[config.mk]
export PLATFORM = sky130hd
export DESIGN_NAME = clk_role_ctrl
export DESIGN_NICKNAME = d
export VERILOG_FILES = /design/src/rtl/role_pkg.sv /design/src/rtl/role_cmd_filter.sv /design/src/rtl/role_next_state.sv /design/src/rtl/role_state_reg.sv /design/src/rtl/clk_role_ctrl.sv
export SDC_FILE = /design/constraint.sdc
export NUM_CORES = 1
export LEC_CHECK = 0
export ABC_CLOCK_PERIOD_IN_PS = 3530
export BUFFER_PORTS_ARGS = -buffer_cell sky130_fd_sc_hd__buf_2
export CORE_AREA = 3 3 40 42
export DETAILED_ROUTE_END_ITERATION = 12
export DIE_AREA = 0 0 43 45
export GPL_TIMING_DRIVEN = 0
export MAX_ROUTING_LAYER = met4
export SYNTH_ARGS = -nofsm -noshare
export SYNTH_HDL_FRONTEND = slang
export SYNTH_HIERARCHICAL = 1
export SYNTH_SLANG_ARGS = --single-unit
[constraint.sdc]
create_clock -name clk -period 3.53 [get_ports clk]
set_clock_uncertainty 0.1 [all_clocks]
set_input_delay 0.1765 -clock clk [delete_from_list [all_inputs] [get_ports clk]]
set_output_delay 0.1765 -clock clk [all_outputs]
set_load 0.01 [all_outputs]
[src/rtl/role_pkg.sv]
package role_pkg;
  localparam int STATE_W = 3;
  localparam int CMD_N   = 3;

  typedef enum logic [STATE_W-1:0] {
    ST_SLAVE          = 3'd0,
    ST_MASTER         = 3'd1,
    ST_WAIT_MASTER    = 3'd2,
    ST_WAIT_SLAVE     = 3'd3,
    ST_FB_MASTER      = 3'd4,
    ST_WAIT_FB_MASTER = 3'd5,
    ST_WAIT_FB_SLAVE  = 3'd6
  } role_e;

  // index of each command in the request vector; lower index wins
  localparam int CI_MASTER = 0;
  localparam int CI_FBM    = 1;
  localparam int CI_SLAVE  = 2;
endpackage

[src/rtl/role_cmd_filter.sv]
module role_cmd_filter
  import role_pkg::*;
(
  input  role_e              cur,
  input  logic [CMD_N-1:0]   req,
  output logic [CMD_N-1:0]   grant
);
  logic [CMD_N-1:0] legal;
  logic [CMD_N-1:0] acc;

  always_comb begin
    legal = '0;
    legal[CI_MASTER] = (cur == ST_SLAVE) || (cur == ST_WAIT_FB_MASTER);
    legal[CI_FBM]    = (cur == ST_SLAVE) || (cur == ST_WAIT_MASTER) ||
                       (cur == ST_WAIT_FB_SLAVE);
    legal[CI_SLAVE]  = (cur == ST_MASTER) || (cur == ST_FB_MASTER);
    acc = req & legal;
  end

  // fixed priority: the lowest index among the accepted requests wins
  genvar g;
  generate
    for (g = 0; g < CMD_N; g++) begin : g_pri
      if (g == 0) begin : g_top
        assign grant[g] = acc[g];
      end else begin : g_rest
        assign grant[g] = acc[g] && (acc[g-1:0] == '0);
      end
    end
  endgenerate

  always_comb begin
    assert_grant_onehot_R11: assert ($onehot0(grant));
  end
endmodule

[src/rtl/role_next_state.sv]
module role_next_state
  import role_pkg::*;
(
  input  role_e            cur,
  input  logic [CMD_N-1:0] grant,
  input  logic             right_present,
  input  logic             left_present,
  input  logic             ref_good,
  input  logic             side_viable,
  output role_e            nxt
);
  always_comb begin
    nxt = cur;
    unique case (cur)
      ST_SLAVE: begin
        if (grant[CI_MASTER])   nxt = ST_WAIT_MASTER;
        else if (grant[CI_FBM]) nxt = ST_WAIT_FB_MASTER;
      end
      ST_MASTER: begin
        if (grant[CI_SLAVE] || !ref_good || !side_viable) nxt = ST_WAIT_SLAVE;
      end
      ST_WAIT_SLAVE: begin
        if (left_present)                nxt = ST_SLAVE;
        else if (ref_good && side_viable) nxt = ST_WAIT_MASTER;
      end
      ST_WAIT_MASTER: begin
        if (grant[CI_FBM])      nxt = ST_WAIT_FB_MASTER;
        else if (!right_present) nxt = ST_MASTER;
      end
      ST_FB_MASTER: begin
        if (grant[CI_SLAVE]) nxt = ST_WAIT_FB_SLAVE;
      end
      ST_WAIT_FB_SLAVE: begin
        if (grant[CI_FBM])      nxt = ST_WAIT_FB_MASTER;
        else if (right_present) nxt = ST_SLAVE;
      end
      ST_WAIT_FB_MASTER: begin
        if (grant[CI_MASTER])   nxt = ST_WAIT_MASTER;
        else if (!left_present) nxt = ST_FB_MASTER;
      end
      default: nxt = ST_SLAVE;
    endcase
  end
endmodule

[src/rtl/role_state_reg.sv]
module role_state_reg
  import role_pkg::*;
(
  input  logic  clk,
  input  logic  rst,
  input  role_e nxt,
  output role_e cur,
  output logic  drv_r,
  output logic  drv_l
);
  always_ff @(posedge clk) begin
    if (rst) begin
      cur   <= ST_SLAVE;
      drv_r <= 1'b0;
      drv_l <= 1'b0;
    end else begin
      cur   <= nxt;
      drv_r <= (nxt == ST_MASTER) || (nxt == ST_WAIT_SLAVE);
      drv_l <= (nxt == ST_FB_MASTER) || (nxt == ST_WAIT_FB_SLAVE);
    end
  end

  assert_right_match_R2: assert property (@(posedge clk) disable iff (rst)
    drv_r == ((cur == ST_MASTER) || (cur == ST_WAIT_SLAVE)));
  assert_left_match_R2: assert property (@(posedge clk) disable iff (rst)
    drv_l == ((cur == ST_FB_MASTER) || (cur == ST_WAIT_FB_SLAVE)));
  assert_never_both_R2: assert property (@(posedge clk) disable iff (rst)
    !(drv_r && drv_l));
endmodule

[src/rtl/clk_role_ctrl.sv]
module clk_role_ctrl
  import role_pkg::*;
(
  input  logic               clk,
  input  logic               rst,
  input  logic               cmd_master,
  input  logic               cmd_slave,
  input  logic               cmd_fbm,
  input  logic               right_present,
  input  logic               left_present,
  input  logic               ref_good,
  input  logic               side_viable,
  output logic               drive_right,
  output logic               drive_left,
  output logic [STATE_W-1:0] role_state
);
  role_e            cur;
  role_e            nxt;
  logic [CMD_N-1:0] req;
  logic [CMD_N-1:0] grant;

  always_comb begin
    req            = '0;
    req[CI_MASTER] = cmd_master;
    req[CI_FBM]    = cmd_fbm;
    req[CI_SLAVE]  = cmd_slave;
  end

  role_cmd_filter u_filter (
    .cur   (cur),
    .req   (req),
    .grant (grant)
  );

  role_next_state u_next (
    .cur           (cur),
    .grant         (grant),
    .right_present (right_present),
    .left_present  (left_present),
    .ref_good      (ref_good),
    .side_viable   (side_viable),
    .nxt           (nxt)
  );

  role_state_reg u_reg (
    .clk   (clk),
    .rst   (rst),
    .nxt   (nxt),
    .cur   (cur),
    .drv_r (drive_right),
    .drv_l (drive_left)
  );

  assign role_state = cur;

  assert_no_right_takeover_R5: assert property (@(posedge clk) disable iff (rst)
    (cur == ST_WAIT_MASTER && right_present) |=> (cur != ST_MASTER));
  assert_no_left_takeover_R8: assert property (@(posedge clk) disable iff (rst)
    (cur == ST_WAIT_FB_MASTER && left_present) |=> (cur != ST_FB_MASTER));
  assert_fbm_holds_R6: assert property (@(posedge clk) disable iff (rst)
    (cur == ST_FB_MASTER && !cmd_slave) |=> (cur == ST_FB_MASTER));
  assert_slave_holds_R9: assert property (@(posedge clk) disable iff (rst)
    (cur == ST_SLAVE && !cmd_master && !cmd_fbm) |=> (cur == ST_SLAVE));
  assert_wait_slave_cmds_R10: assert property (@(posedge clk) disable iff (rst)
    (cur == ST_WAIT_SLAVE && !left_present && !ref_good) |=> (cur == ST_WAIT_SLAVE));
endmodule

==> results of run 1 <==
synth_stat cells:
cell type / count
or3_1: 2
nand3b_1: 2
o21ai_1: 2
and2_0: 1
dfxtp_1: 5
and3b_1: 3
xnor2_1: 1
nand2_1: 1
xor2_1: 1
a21boi_0: 1
nor3b_1: 3
inv_1: 1
o21bai_1: 1
o211ai_1: 1
nor3_1: 1
nand2b_1: 3
buf_4: 1
nor2_1: 1
a21oi_1: 3
a221oi_1: 1
or4_1: 1
mux2_2: 1
nor2b_1: 6
cells in the final DEF, fill, tap and decap left out:
cell,netlist,final
a21boi_0,1,1
a21oi_1,3,3
a221oi_1,1,1
and2_0,1,1
and3b_1,3,3
buf_2,0,13
buf_4,1,1
clkbuf_1,0,1
clkbuf_4,0,3
dfxtp_1,5,5
inv_1,1,1
mux2_2,1,1
nand2_1,1,1
nand2b_1,3,3
nand3b_1,2,2
nor2_1,1,1
nor2b_1,6,6
nor3_1,1,1
nor3b_1,3,3
o211ai_1,1,1
o21ai_1,2,2
o21bai_1,1,1
or3_1,2,2
or4_1,1,1
xnor2_1,1,1
xor2_1,1,1
logic make-up after synthesis:
family / Yosys count / synth area share
xor gates and xnor gates: 2 / 0.0493
DFF: 5 / 0.282
AOI/OAI and AO/OA: 9 / 0.158
muxes: 1 / 0.0317
buffers and inverters: 2 / 0.0317
and+or+nand+nor: 24 / 0.447
stage by stage:
stage                     power (mW)  cell area (um2)  setup WS (ps)  hold slack, ps  utilization
after global routing           0.393              465           1070            49.6        0.362
after global placement         0.300              439           1250             303        0.342
after detailed placement       0.301              439           1260             304        0.342
after CTS                      0.369              465           1250            46.0        0.362
after floorplan                0.247              355           1490             148            -
final                          0.363              465           1270            55.2        0.362
critical path: cells and delay by family (launching register included):
kind            cells  cell delay (ps)
compound gates      1               70
xor+xnor            1              130
flops               1              500
simple gates        4             1330
layout make-up:
cell class / count / area [um2] / area share
well taps: 15 / 18.8 / 0.0403
plain buffers: 1 / 7.51 / 0.0161
repair buffers: 13 / 65.1 / 0.140
flip-flops and latches: 5 / 100 / 0.215
multi-input cells: 36 / 244 / 0.524
clock buffers: 4 / 26.3 / 0.0565
inverters: 1 / 3.75 / 0.00806
routing by layer:
layer,GRT usage,routed length [um],vias up
met3,0.0478,65,0
met1,0.106,397,142
met4,0,0,0
li1,-,-,188
met2,0.0928,291,12
met5,-,0,-
worst paths after layout:
| path | start | to | slack (ps) | depth (start not counted) |
|---|---|---|---|---|
| worst max-delay path | u_reg/cur[0] | u_reg/drv_r | 1270 | 6 |
| worst min-delay path | rst | u_reg/cur[2] | 60 | 2 |
| worst max register to register | u_reg/cur[0] | u_reg/drv_r | 1270 | 6 |
| worst min register to register | u_reg/cur[2] | u_reg/cur[1] | 730 | 3 |
registers in the layout, summed over array words and instances (netlist names):
register	cells
u_reg/cur	3
u_reg/drv_r	1
u_reg/drv_l	1
power by group:
part | leakage (nW) | total [mW] | switching (mW) | internal (mW)
registers | 0.0410 | 0.107 | 0.0279 | 0.0787
logic | 0.156 | 0.192 | 0.0878 | 0.104
clock network | 0.0150 | 0.0647 | 0.0221 | 0.0426
==> results.toml, run 1 <==
[placement]
dp_hpwl_um = 592
gp_congestion = 0.759
placedCellCount = 71
portBuffers = 13

[layout]
nNetsFinal = 70
area_growth_pct = 31.0
layout-drive-gt1-share = 0.300
diodes = 0
instances_no_fill = 75
fillers = 137

[floorplan]
io_pins = 14
start_util = 0.277
core_mm2 = 0.00128
dieArea_mm2 = 0.00194
die_y_um = 45
die_w_um = 43
std_cell_rows = 13

[outcome]
outcome = "finished, final reports clean"

[cts]
cts_tree = "yes"
postCtsHoldBufs = 0
htree_levels = 1
cts_buffers = 3
cts_buffer_depth = 2
insertion_delay_ps = 240
cts_setup_buffers = 0
clkSinkCount = 5
clkTransAtPathRegs_ps = 40
post_cts_resized = 0
root_buffer = "clkbuf_4"

[timing]
slew_viol_final = 0
fin_crit_ps = 2260
rsz0062_at_grt = "false"
fmax_mhz = 443
hold_violations = 0
fin_crit_sh = 0.639
finalSetupTns_ps = 0
max-slew-margin-rel = 0.698
worst_pin_slew_ps = 453
setup_viol = 0

[power]
vdd_drop_max_v = 0.000203
leakagePower_nw = 0.212
powerDensity_mw_per_mm2 = 781

[critical_path]
critical_path_arrival_ps = 2280
cp_max_fo = 11
cpPeakStageDelay_ps = 580
crit_required_ps = 3550
path_cells = "xor2_1 -> nor3b_1 -> nand2b_1 -> a21boi_0 -> or4_1 -> nor3b_1"
crit_slowest_cell = "or4_1"
cp-start-kind = "flip-flop"
path_class = "reg -> reg"
cpMostUsedCell = "nor3b_1"
end_kind = "flip-flop"

[yosys]
synth_seq_cells = 5
synth_top_area_share = 0.282
synth_warnings = 6
synth_fp_nets = 52
syn_inst = 43
synth_area_leaders = "dfxtp_1 28%, nor2b_1 11%, and3b_1 7.4%"
synth.distinct_cells = 23
synth.cell_area_um2 = 355
yosysSeqAreaShare = 0.282
syn_avg_cell_area_um2 = 8.26
yosys.area.top_type = "dfxtp_1"

[detailed_routing]
postRouteAntennaNets = 0
detail_route.vias_per_cell = 4.56
routed_wl_um = 754
dr.pass1.iters = 4
vias = 342
drtIter0Drc = 8
wl_per_cell_um = 10.1
drc_errors = 0

[hold_path]
hp-class = "in -> reg"

[global_route]
antenna_found_initial = 0
grt_pass1_vias = 251
grt_max_degree = 13
overflow = 0
grt_pass1_wl_um = 1040
grt_usage = 0.0746

[run]
maxCapViolCount = 0
Note: power is estimated with default switching activity, not from simulation.
==> run 2: changes to the inputs <==
--- a/config.mk
+++ b/config.mk
@@ -5,7 +5,7 @@
 export SDC_FILE = /design/constraint.sdc
 export NUM_CORES = 1
 export LEC_CHECK = 0
-export ABC_CLOCK_PERIOD_IN_PS = 3530
+export ABC_CLOCK_PERIOD_IN_PS = 2340
 export BUFFER_PORTS_ARGS = -buffer_cell sky130_fd_sc_hd__buf_2
 export CORE_AREA = 3 3 40 42
 export DETAILED_ROUTE_END_ITERATION = 12
==> constraint.sdc (replaced) <==
create_clock -name clk -period 2.34 [get_ports clk]
set_clock_uncertainty 0.1 [all_clocks]
set_input_delay 0.117 -clock clk [delete_from_list [all_inputs] [get_ports clk]]
set_output_delay 0.117 -clock clk [all_outputs]
set_load 0.01 [all_outputs]
==> results.toml, run 2 (synthesized netlist as in run 1, its figures left out) <==
[timing]
hold_slack_ps = 287
slew_viol_final = 0
hold_violations = 0
finalSetupTns_ps = 0
fmax_mhz = 467
fin_crit_sh = 0.915
fin_crit_ps = 2140
rsz0062_at_grt = "false"
setup_viol = 0
worst_pin_slew_ps = 353
max-slew-margin-rel = 0.764

[detailed_routing]
detail_route.vias_per_cell = 4.59
postRouteAntennaNets = 0
dr.pass1.iters = 4
route.met3.wl_um = 67
top_layer = "met3"
drtIter0Drc = 7
met1_length_um = 396
wl_met2_um = 306
routed_wl_um = 770
wl_per_cell_um = 10.1
drc_errors = 0
vias = 349

[global_route]
overflow = 0
grt_pass1_vias = 260
grt_pass1_wl_um = 1080
grt_usage = 0.0763
grt_max_degree = 13
antenna_found_initial = 0

[cts]
cts_setup_buffers = 0
cts_buffer_depth = 2
insertion_delay_ps = 240
cts_tree = "yes"
clkTransAtPathRegs_ps = 40
clkSinkCount = 5
htree_levels = 1
root_buffer = "clkbuf_4"
cts_buffers = 3

[floorplan]
std_cell_rows = 13
die_w_um = 43
die_y_um = 45
dieArea_mm2 = 0.00194
start_util = 0.277
io_pins = 14
core_mm2 = 0.00128

[critical_path]
cp_max_fo = 11
end_kind = "flip-flop"
cp-startpoint = "u_reg/cur[0]"
crit_required_ps = 2360
r2r-end = "u_reg/drv_r"
rrSetupSlack_ps = 200
path_class = "reg -> reg"
critical_path_arrival_ps = 2160
r2r_start = "u_reg/cur[0]"
r2r.worst_path.cells = 6
cp-start-kind = "flip-flop"

[layout]
final_common_cell = "buf_2"
top_regs = "u_reg/cur: 3 flops, u_reg/drv_l: 1 flops, u_reg/drv_r: 1 flops"
multi_input_area_um2 = 249
nNetsFinal = 71
most-common-layout-cells = "13 x buf_2, 6 x nor2b_1, 5 x dfxtp_1"
diodes = 0
fillers = 137
layout-drive-gt1-share = 0.311
largest_reg_flops = 3
top_register = "u_reg/cur"
seq_area_um2 = 100
area_growth_pct = 35.2

[power]
swShare = 0.382
pwr-share-clk = 0.176
leakagePower_nw = 0.219
p_sw_mw = 0.213
fin_total_pwr_mw = 0.557
vdd_drop_max_v = 0.000310
comb_power_share = 0.535
internal_power_mw = 0.344
powerDensity_mw_per_mm2 = 1160
power.share.sequential = 0.289

[hold_path]
min_path_cells = 5
hp-start = "right_present"
hp-class = "in -> reg"
min_to = "u_reg/drv_r"

[run]
maxCapViolCount = 0

[placement]
gp_congestion = 0.759
dp_hpwl_um = 592
portBuffers = 13

[outcome]
outcome = "finished, final reports clean"
run 2: cell count changes in the layout (fill, tap and decap cells not counted):
| cell | before | now |
|---|---|---|
| dlygate4sd3_1 | 0 | 1 |
| nor3b_1 | 3 | 2 |
| nor3b_2 | 0 | 1 |
run 2: metrics by stage:
step | instances | area, um2 | setup WS, ps | utilization
6_report | 76 | 480 | 200 | 0.374
2_1_floorplan | 43 | 355 | 303 | -
5_1_grt | 76 | 480 | 37.9 | 0.374
4_1_cts | 76 | 475 | 56.1 | 0.370
3_3_place_gp | 71 | 439 | 61.9 | 0.342
3_5_place_dp | 71 | 439 | 71.2 | 0.342
run 2: critical path, cell delays in order, from the launching register on:
cell and delay, ps:
dfxtp_1 500, xor2_1 150, nor3b_2 320, nand2b_1 140
a21boi_0 70, or4_1 580, nor3b_1 160
run 2: layout make-up:
type / instances / share of cell area
plain buffers: 1 / 0.0156
clock buffers: 4 / 0.0547
inverters: 1 / 0.00781
multi-input cells: 36 / 0.518
flip-flops and latches: 5 / 0.208
well taps: 15 / 0.0391
repair buffers: 14 / 0.156
run 2: power groups by stage:
| stage | clock network, mW | registers [mW] | logic [mW] |
|---|---|---|---|
| 3_5_place_dp | 0 | 0.163 | 0.290 |
| 4_1_cts | 0.103 | 0.161 | 0.293 |
| 5_1_grt | 0.108 | 0.169 | 0.325 |
| 6_report | 0.0979 | 0.161 | 0.298 |
| 3_3_place_gp | 0 | 0.163 | 0.290 |
| 2_1_floorplan | 0 | 0.172 | 0.200 |
run 2: how the worst max path moves through the flow:
stage / to / slack, ps / depth (start not counted)
3_5_place_dp: u_reg/drv_l / 70 / 6
4_1_cts: u_reg/drv_l / 60 / 6
6_report: u_reg/drv_r / 200 / 6
5_1_grt: u_reg/drv_l / 40 / 6
3_3_place_gp: u_reg/drv_r / 60 / 6
2_1_floorplan: u_reg/drv_r / 300 / 6
run 2: routing by layer:
layer,vias up,global-route usage
li1,190,-
met1,149,0.103
met2,10,0.102
met3,0,0.0478
met4,0,0
met5,-,-
run 2: what timing repair did:
| action | 4_1_cts | 5_1_grt |
|---|---|---|
| hold endpoints to repair | 5 | 0 |
| endpoints found under the setup margin | 0 | 3 |
| hold buffers | 1 | 0 |
| resized for setup | 0 | 1 |
